**src/rtl/dbg_pkg.sv**
```systemverilog
package dbg_pkg;
  localparam int DATA_W   = 64;
  localparam int NARROW_W = 32;
  localparam int SEL_W    = 3;
  localparam int NUM_SLOT = 1 << SEL_W;
  localparam int GD_BIT   = 13;
  localparam int ALIAS_LO = 4;
  localparam int ALIAS_HI = 5;
  localparam int STAT_IDX = 6;
  localparam int CTRL_IDX = 7;
  localparam int ALIAS_OFS = STAT_IDX - ALIAS_LO;

  typedef enum logic [1:0] {
    MODE_REAL = 2'd0,
    MODE_PROT = 2'd1,
    MODE_V86  = 2'd2,
    MODE_LONG = 2'd3
  } cpu_mode_e;

  typedef enum logic [1:0] {
    FLT_NONE = 2'd0,
    FLT_GP   = 2'd1,
    FLT_UD   = 2'd2,
    FLT_DB   = 2'd3
  } fault_e;

  typedef struct packed {
    logic             respond;
    logic             wrEn;
    logic             rdEn;
    logic             narrow;
    logic             clrGd;
    logic [SEL_W-1:0] idx;
    fault_e           fault;
  } strobe_t;
endpackage

```
**src/rtl/dbg_ctrl.sv**
```systemverilog
module dbg_ctrl
  import dbg_pkg::*;
(
  input  logic             clk,
  input  logic             rstN,
  input  logic             reqValid,
  input  logic             reqWrite,
  input  logic [SEL_W-1:0] reqSel,
  input  logic [1:0]       privLevel,
  input  logic [1:0]       cpuMode,
  input  logic             extEnable,
  input  logic             gdBit,
  output strobe_t          strb
);
  logic aliasHit, gpHit, udHit;
  fault_e fault;

  always_comb begin
    aliasHit = (reqSel == SEL_W'(ALIAS_LO)) || (reqSel == SEL_W'(ALIAS_HI));
    gpHit    = (cpuMode == MODE_V86) || ((cpuMode != MODE_REAL) && (privLevel != 2'd0));
    udHit    = extEnable && aliasHit;
    if (gpHit)      fault = FLT_GP;
    else if (udHit) fault = FLT_UD;
    else if (gdBit) fault = FLT_DB;
    else            fault = FLT_NONE;

    strb.respond = reqValid;
    strb.fault   = reqValid ? fault : FLT_NONE;
    strb.wrEn    = reqValid && reqWrite && (fault == FLT_NONE);
    strb.rdEn    = reqValid && !reqWrite && (fault == FLT_NONE);
    strb.clrGd   = reqValid && (fault == FLT_DB);
    strb.narrow  = (cpuMode != MODE_LONG);
    strb.idx     = (aliasHit && !extEnable) ? reqSel + SEL_W'(ALIAS_OFS) : reqSel;
  end


  v86_block_chk: assert property (@(posedge clk) disable iff (!rstN)
    (reqValid && cpuMode == MODE_V86) |-> (!strb.wrEn && !strb.rdEn));


  alias_trap_chk: assert property (@(posedge clk) disable iff (!rstN)
    (reqValid && extEnable && (reqSel == 3'd4 || reqSel == 3'd5)) |-> (!strb.wrEn && !strb.rdEn));
endmodule

```
**src/rtl/dbg_dpath.sv**
```systemverilog
module dbg_dpath
  import dbg_pkg::*;
(
  input  logic              clk,
  input  logic              rstN,
  input  strobe_t           strb,
  input  logic [DATA_W-1:0] wrData,
  output logic              gdBit,
  output logic              rspValid,
  output logic [1:0]        rspFault,
  output logic [DATA_W-1:0] rspData
);
  logic [DATA_W-1:0] slots [NUM_SLOT];
  logic [DATA_W-1:0] wrVal;
  logic [DATA_W-1:0] rdVal;

  always_comb begin
    wrVal = strb.narrow ? {{(DATA_W-NARROW_W){1'b0}}, wrData[NARROW_W-1:0]} : wrData;
    rdVal = strb.narrow ? {{(DATA_W-NARROW_W){1'b0}}, slots[strb.idx][NARROW_W-1:0]}
                        : slots[strb.idx];
  end

  for (genvar i = 0; i < NUM_SLOT; i++) begin : g_slot
    if (i == ALIAS_LO || i == ALIAS_HI) begin : g_none
      always_ff @(posedge clk) slots[i] <= '0;
    end else if (i == CTRL_IDX) begin : g_ctrl
      always_ff @(posedge clk) begin
        if (!rstN)                                        slots[i] <= '0;
        else if (strb.wrEn && strb.idx == SEL_W'(i))      slots[i] <= wrVal;
        else if (strb.clrGd)                              slots[i][GD_BIT] <= 1'b0;
      end
    end else begin : g_plain
      always_ff @(posedge clk) begin
        if (!rstN)                                        slots[i] <= '0;
        else if (strb.wrEn && strb.idx == SEL_W'(i))      slots[i] <= wrVal;
      end
    end
  end

  assign gdBit = slots[CTRL_IDX][GD_BIT];

  always_ff @(posedge clk) begin
    if (!rstN) begin
      rspValid <= 1'b0;
      rspFault <= FLT_NONE;
      rspData  <= '0;
    end else begin
      rspValid <= strb.respond;
      rspFault <= strb.fault;
      rspData  <= strb.rdEn ? rdVal : '0;
    end
  end


  gd_clear_chk: assert property (@(posedge clk) disable iff (!rstN)
    strb.clrGd |=> !gdBit);


  fault_data_zero_chk: assert property (@(posedge clk) disable iff (!rstN)
    (rspValid && rspFault != 2'd0) |-> (rspData == '0));


  narrow_upper_chk: assert property (@(posedge clk) disable iff (!rstN)
    (strb.rdEn && strb.narrow) |=> (rspData[DATA_W-1:NARROW_W] == '0));


  alias_empty_chk: assert property (@(posedge clk) disable iff (!rstN)
    (strb.wrEn) |-> (strb.idx != SEL_W'(ALIAS_LO) && strb.idx != SEL_W'(ALIAS_HI)));
endmodule

```
**src/rtl/dbg_reg_unit.sv**
```systemverilog
module dbg_reg_unit
  import dbg_pkg::*;
(
  input  logic              clk,
  input  logic              rstN,
  input  logic              reqValid,
  input  logic              reqWrite,
  input  logic [2:0]        reqSel,
  input  logic [63:0]       reqData,
  input  logic [1:0]        privLevel,
  input  logic [1:0]        cpuMode,
  input  logic              extEnable,
  output logic              rspValid,
  output logic [1:0]        rspFault,
  output logic [63:0]       rspData
);
  strobe_t strb;
  logic    gdBit;

  dbg_ctrl u_ctrl (
    .clk(clk), .rstN(rstN), .reqValid(reqValid), .reqWrite(reqWrite),
    .reqSel(reqSel), .privLevel(privLevel), .cpuMode(cpuMode),
    .extEnable(extEnable), .gdBit(gdBit), .strb(strb)
  );

  dbg_dpath u_dpath (
    .clk(clk), .rstN(rstN), .strb(strb), .wrData(reqData), .gdBit(gdBit),
    .rspValid(rspValid), .rspFault(rspFault), .rspData(rspData)
  );


  single_pulse_chk: assert property (@(posedge clk) disable iff (!rstN)
    (rspValid && !$past(reqValid)) |-> 1'b0);
endmodule

```
**config.mk**
```make
export PLATFORM = sky130hd
export DESIGN_NAME = dbg_reg_unit
export DESIGN_NICKNAME = d
export VERILOG_FILES = /design/src/rtl/dbg_pkg.sv /design/src/rtl/dbg_ctrl.sv /design/src/rtl/dbg_dpath.sv /design/src/rtl/dbg_reg_unit.sv
export SDC_FILE = /design/constraint.sdc
export NUM_CORES = 1
export LEC_CHECK = 0
export ABC_AREA = 1
export ABC_CLOCK_PERIOD_IN_PS = 8080
export BUFFER_PORTS_ARGS = -buffer_cell sky130_fd_sc_hd__buf_4
export CAP_MARGIN = 30
export CORE_MARGIN = 1
export CORE_UTILIZATION = 40
export CTS_BUF_LIST = sky130_fd_sc_hd__clkbuf_4 sky130_fd_sc_hd__clkbuf_8 sky130_fd_sc_hd__clkbuf_16
export CTS_CLUSTER_DIAMETER = 200
export DETAILED_ROUTE_END_ITERATION = 10
export PLACE_DENSITY = 0.59
export REMOVE_ABC_BUFFERS = 1
export SLEW_MARGIN = 10
export SYNTH_ARGS = -nofsm -noshare
export SYNTH_HDL_FRONTEND = slang
export SYNTH_SLANG_ARGS = --single-unit
```
**constraint.sdc**
```tcl
create_clock -name clk -period 8.08 [get_ports clk]
set_input_delay 0.808 -clock clk [delete_from_list [all_inputs] [get_ports clk]]
set_output_delay 0.808 -clock clk [all_outputs]
set_load 0.005 [all_outputs]
```
==> qor.yml, run 1 <==
placed_area_mm2: 0.02082
vias: 14050
dp.cells: 2662
routabilityCongestion: 0.7382
status: "completed"
htreeDepth: 2
synth_largest_area_cell: "edfxtp_1"
hpwlAfterDp_mm: 25.65
ff2ff_path_depth: 8
cts-root-buf: "clkbuf_16"
power_uw: 5135
fmax_mhz: 266.5
regArea_mm2: 0.01287
ys_ff_latch: 451
yosys.area_share.xor_xnor: 0
final_layout_size_suffix_gt1_frac: 0.1243
grt_pass1_vias: 13770
fillCellCount: 4415
crit_fanout: 65
routedWlPerCell_um: 17.53
rr_startpoint: "u_dpath.slots[7][13]$_SDFFCE_PP0P_"
cp_top_family: "buffers and inverters"
rows: 80
numCtsBuffers: 48
cts_resized: 0
synthTopCellsByArea: "edfxtp_1, nand2_1, dfxtp_1"
post_cts_buffers: 0
yosys_warnings: 0
synth_compound_area_frac: 0.007274
clk_path_buf_depth: 3
hold_violations: 0
synth_cells: 2025
relSlewSlack: 0.3692
crit_chain: "buf_4 > clkinv_2 > nor2_2 > nor2_4 > buf_4 > nor2_4 > nand2_1 > inv_1 > nand2_4 > nand2_4 > buf_12"
power_leakage_uw: 0.009250
end_kind: "flop"
crit_type: "in -> reg"
ir_worst_vdd_uv: 133.7
tightest_slew_ns: 0.9463
setup_tns_ns: 0
grt_overflow_total: 0
post_drt_via_cell_ratio: 5.099
grt_usage: 0.1991
power.density_mw_per_mm2: 227.4
min_period_ns: 3.752
ios: 143
cp-endpoint: "u_dpath.slots[3][20]$_SDFFCE_PN0P_"
design_area_mm2: 0.02258
core_area_mm2: 0.04765
antenna_found_initial: 0
synth_top_family_by_area: "simple AND/OR/NAND/NOR gates"
syn-cell-area_mm2: 0.01927
clk_pin_slew_worst_paths_ns: 0.06
multi_input_area_mm2: 0.005643
wirelength_mm: 48.30
synth_top_area_frac: 0.5985
chipWidth_um: 221.5
cpMaxStageDelayCell: "nand2_4"
initial_core_util: 0.4044
die_area_mm2: 0.04905
nNetsFinal: 2180
maxSlewViolCount: 0
drc_errors: 0
dr.pass1.iters: 5
area_growth_pct: 17.20
grt_pass1_wl_mm: 76.67
instances_no_fill: 2755
maxCapViolCount: 0
min_from: "reqValid"
fin_crit_sh: 0.4644
path_depth: 11
synth-simple-area-share: 0.2802
required_ns: 8.34
synth.distinct_cells: 18
grt_setup_unrepaired: "no"
worstPathArrival_ns: 4.01
muxShareOfSynthArea: 0
port_buffers: 142
hold_buffers: 0
die_y_um: 221.5
cts_num_sinks: 451
n_antenna_cell: 0
hp-class: "in -> reg"
crit_buf_inv: 5
first_iter_violations: 1156
grt_max_degree: 119
final_cell_mix: "nand2_1, edfxtp_1, nor2_1"
fin_skew_ns: 0.01566
synth_fa_ha_area_frac: 0
setup_violations: 0
tritoncts: "done"
final_common_cell: "nand2_1"
ant_nets: 0
cp_slowest_stage_delay_ns: 0.62
ys_seq_area_frac: 0.6681
clk_latency_ns: 0.58
startpoint: "reqSel[2]"
start_kind: "primary input"
final_util: 0.4739
syn_area_per_cell_um2: 9.514
r2r_slack_ns: 5.14
r2r-end: "u_dpath.slots[1][15]$_SDFFCE_PN0P_"
-- cell families (layout without fill, tap and decap cells) --
kind of cell | Yosys count | after routing
AOI/OAI and AO/OA | 28 | 28
buffers and inverters | 209 | 324
DFF | 451 | 451
and+or+nand+nor | 1337 | 1337
-- area by class of cell --
cell class,count,area share
Clock buffer,77,0.06688
Timing Repair Buffer,164,0.06328
Sequential cell,451,0.5701
Tap cell,615,0.03408
Multi-Input combinational cell,1365,0.2499
Clock inverter,9,0.003103
Inverter,74,0.01269
-- where the power goes --
group	leakage (uW)	internal, uW	switching [uW]	total [uW]
clock	0.000794	1310	883	2190
combinational	0.00395	92.8	242	335
sequential	0.00450	2590	19.2	2610
total	0.00925	3990	1140	5140
-- flip-flops by register name (all words and copies together) (netlist names) --
register and count:
u_dpath.slots 384, u_dpath.rspValid 1, u_dpath.rspData 64, u_dpath.rspFault 2
-- how the worst min path moves through the flow --
stage	slack [ns]	cells past startpoint	endpoint
floorplan	0.53	4	u_dpath.rspData[0]$_SDFF_PN0_
global placement	0.55	4	u_dpath.rspData[17]$_SDFF_PN0_
detailed placement	0.55	4	u_dpath.rspData[17]$_SDFF_PN0_
CTS	0.49	3	u_dpath.rspValid$_SDFF_PN0_
global route	0.54	3	u_dpath.rspValid$_SDFF_PN0_
finish	0.52	3	u_dpath.rspValid$_SDFF_PN0_
-- routing by layer --
metal,track usage,routed length [um],vias up,share of wire
met3,0.03067,3081,70,0.064
li1,-,-,6793,-
met5,0,0,-,0
met2,0.3320,22800,423,0.47
met1,0.2675,21440,6762,0.44
met4,0.06183,968,0,0.020
-- stage by stage --
step | setup slack [ns] | hold WS, ns
final | 4.328 | 0.5213
after global placement | 3.519 | 0.5517
after floorplan | 1.397 | 0.5264
after detailed placement | 3.418 | 0.5466
after CTS | 4.024 | 0.4851
after global routing | 4.153 | 0.5395
-- worst min-delay path: stages --
cell     delay, ns
buf_4         0.10
nand2_1       0.09
inv_1         0.06
-- synth_stat cells --
cell and n:
a21oi_1 28, buf_1 12, buf_2 45, buf_4 4, clkbuf_1 74, clkinv_1 2
dfxtp_1 67, edfxtp_1 384, inv_1 70, inv_2 2, nand2_1 773, nand3_1 77
nand3_2 3, nand4_1 1, nor2_1 283, nor2_2 4, nor2_4 1, nor3_1 195
No activity file was read; power rests on OpenSTA's default activity.
==> run 2, diff against run 1 <==
--- a/config.mk
+++ b/config.mk
@@ -6,7 +6,7 @@
 export NUM_CORES = 1
 export LEC_CHECK = 0
 export ABC_AREA = 1
-export ABC_CLOCK_PERIOD_IN_PS = 8080
+export ABC_CLOCK_PERIOD_IN_PS = 3100
 export BUFFER_PORTS_ARGS = -buffer_cell sky130_fd_sc_hd__buf_4
 export CAP_MARGIN = 30
 export CORE_MARGIN = 1
@@ -14,7 +14,7 @@
 export CTS_BUF_LIST = sky130_fd_sc_hd__clkbuf_4 sky130_fd_sc_hd__clkbuf_8 sky130_fd_sc_hd__clkbuf_16
 export CTS_CLUSTER_DIAMETER = 200
 export DETAILED_ROUTE_END_ITERATION = 10
-export PLACE_DENSITY = 0.59
+export PLACE_DENSITY = 0.61
 export REMOVE_ABC_BUFFERS = 1
 export SLEW_MARGIN = 10
 export SYNTH_ARGS = -nofsm -noshare
==> constraint.sdc (replaced) <==
create_clock -name clk -period 3.1 [get_ports clk]
set_input_delay 0.31 -clock clk [delete_from_list [all_inputs] [get_ports clk]]
set_output_delay 0.31 -clock clk [all_outputs]
set_load 0.005 [all_outputs]
==> qor.yml, run 2 (synthesis results as in run 1) <==
status: "completed"
grt_pass1_vias: 14270
fin_skew_ns: 0.01481
maxSlewViolCount: 0
ios: 143
final_common_cell: "nand2_1"
n_antenna_cell: 0
post_cts_buffers: 0
drc_errors: 0
vias: 14120
fmax_mhz: 424.9
grt_setup_unrepaired: "no"
ir_worst_vdd_uv: 354.5
grt_pass1_wl_mm: 79.98
wirelength_mm: 50.81
die_y_um: 221.5
dr.pass1.iters: 7
largest-register: "u_dpath.slots"
tightest_slew_ns: 0.9060
placed_area_mm2: 0.02109
hpwlAfterDp_mm: 28.88
routabilityCongestion: 0.7534
ant_nets: 0
crit_type: "reg -> reg"
start_kind: "flop"
hold_buffers: 0
largest_reg_flops: 384
htreeDepth: 2
crit_fanout: 34
cts_resized: 0
setup_tns_ns: 0
initial_core_util: 0.4044
nNetsFinal: 2203
port_buffers: 142
area_growth_pct: 17.35
tritoncts: "done"
hp-class: "in -> reg"
relSlewSlack: 0.3960
chipWidth_um: 221.5
clk_latency_ns: 0.58
antenna_found_initial: 0
clk_path_buf_depth: 3
routedWlPerCell_um: 18.28
cts_num_sinks: 451
numCtsBuffers: 48
setup_violations: 0
post_drt_via_cell_ratio: 5.077
grt_usage: 0.2097
grt_overflow_total: 0
min_period_ns: 2.353
final_cell_mix: "nand2_1, edfxtp_1, nor2_1"
die_area_mm2: 0.04905
cts-root-buf: "clkbuf_16"
fin_crit_sh: 0.7591
required_ns: 3.53
design_area_mm2: 0.02261
top_regs: "u_dpath.slots: 384 flops, u_dpath.rspData: 64 flops, u_dpath.rspFault: 2 flops"
grt_max_degree: 84
power.density_mw_per_mm2: 585.5
worstPathArrival_ns: 2.79
rows: 80
maxCapViolCount: 0
fillCellCount: 4436
core_area_mm2: 0.04765
power_leakage_uw: 0.009297
hold_violations: 0
end_kind: "flop"
clk_pin_slew_worst_paths_ns: 0.06
first_iter_violations: 1235
final_layout_size_suffix_gt1_frac: 0.1339
run 2: cell types whose count changed in the layout (fill, tap and decap cells not counted), sizes merged:
cell	delta
buf	+23
bufinv	-1
clkinv	+4
clkinvlp	-1
run 2: power breakdown:
part | switching [uW] | leakage (uW) | internal [uW]
registers | 50.0 | 0.00450 | 6750
logic | 652 | 0.00402 | 247
clock network | 2290 | 0.000777 | 3250
total | 2990 | 0.00930 | 10200
run 2: layout make-up:
type	instances	area (um2)	area share
flip-flops and latches	451	12870	0.5693
multi-input cells	1365	5643	0.2496
repair buffers	187	1516	0.06707
clock buffers	77	1474	0.06519
well taps	615	769.5	0.03403
inverters	74	286.5	0.01267
clock inverters	11	47.55	0.002103
run 2: per-layer routing:
| layer | up-vias | track usage | wire [um] |
|---|---|---|---|
| li1 | 6823 | - | - |
| met2 | 403 | 0.3498 | 24290 |
| met5 | - | 0 | 0 |
| met4 | 0 | 0.07639 | 1331 |
| met3 | 87 | 0.03718 | 3197 |
| met1 | 6802 | 0.2741 | 21990 |
run 2: metrics by stage:
| stage | hold slack (ns) | total power (uW) | std cells | util | worst slack (ns) |
|---|---|---|---|---|---|
| after floorplan | 0.4564 | 7401 | 1890 | - | -3.085 |
| after global placement | 0.5452 | 7814 | 2692 | 0.4426 | 0.6310 |
| after detailed placement | 0.5466 | 7835 | 2692 | 0.4426 | 0.5620 |
| after CTS | 0.09088 | 13330 | 2780 | 0.4745 | 0.7698 |
| after global routing | 0.1171 | 13680 | 2780 | 0.4745 | 0.5917 |
| final | 0.1254 | 13240 | 2780 | 0.4745 | 0.7467 |
run 2: worst paths after layout:
kind	from	end	slack (ns)	cells after the start
max	u_dpath.slots[7][13]$_SDFFCE_PP0P_	u_dpath.slots[7][7]$_SDFFCE_PN0P_	0.75	8
min	reqValid	u_dpath.rspValid$_SDFF_PN0_	0.13	3
max reg2reg	u_dpath.slots[7][13]$_SDFFCE_PP0P_	u_dpath.slots[7][7]$_SDFFCE_PN0P_	0.75	8
min reg2reg	u_dpath.slots[2][63]$_SDFFCE_PN0P_	u_dpath.rspData[63]$_SDFF_PP0_	0.56	4
run 2: critical path, cell delays in order, from the launching register on:
cell	delay [ns]
edfxtp_1	0.45
inv_1	0.08
nand2_1	0.07
inv_1	0.09
nand3_1	0.14
nor2_2	0.28
nand3_4	0.56
buf_4	0.43
nor2_1	0.11
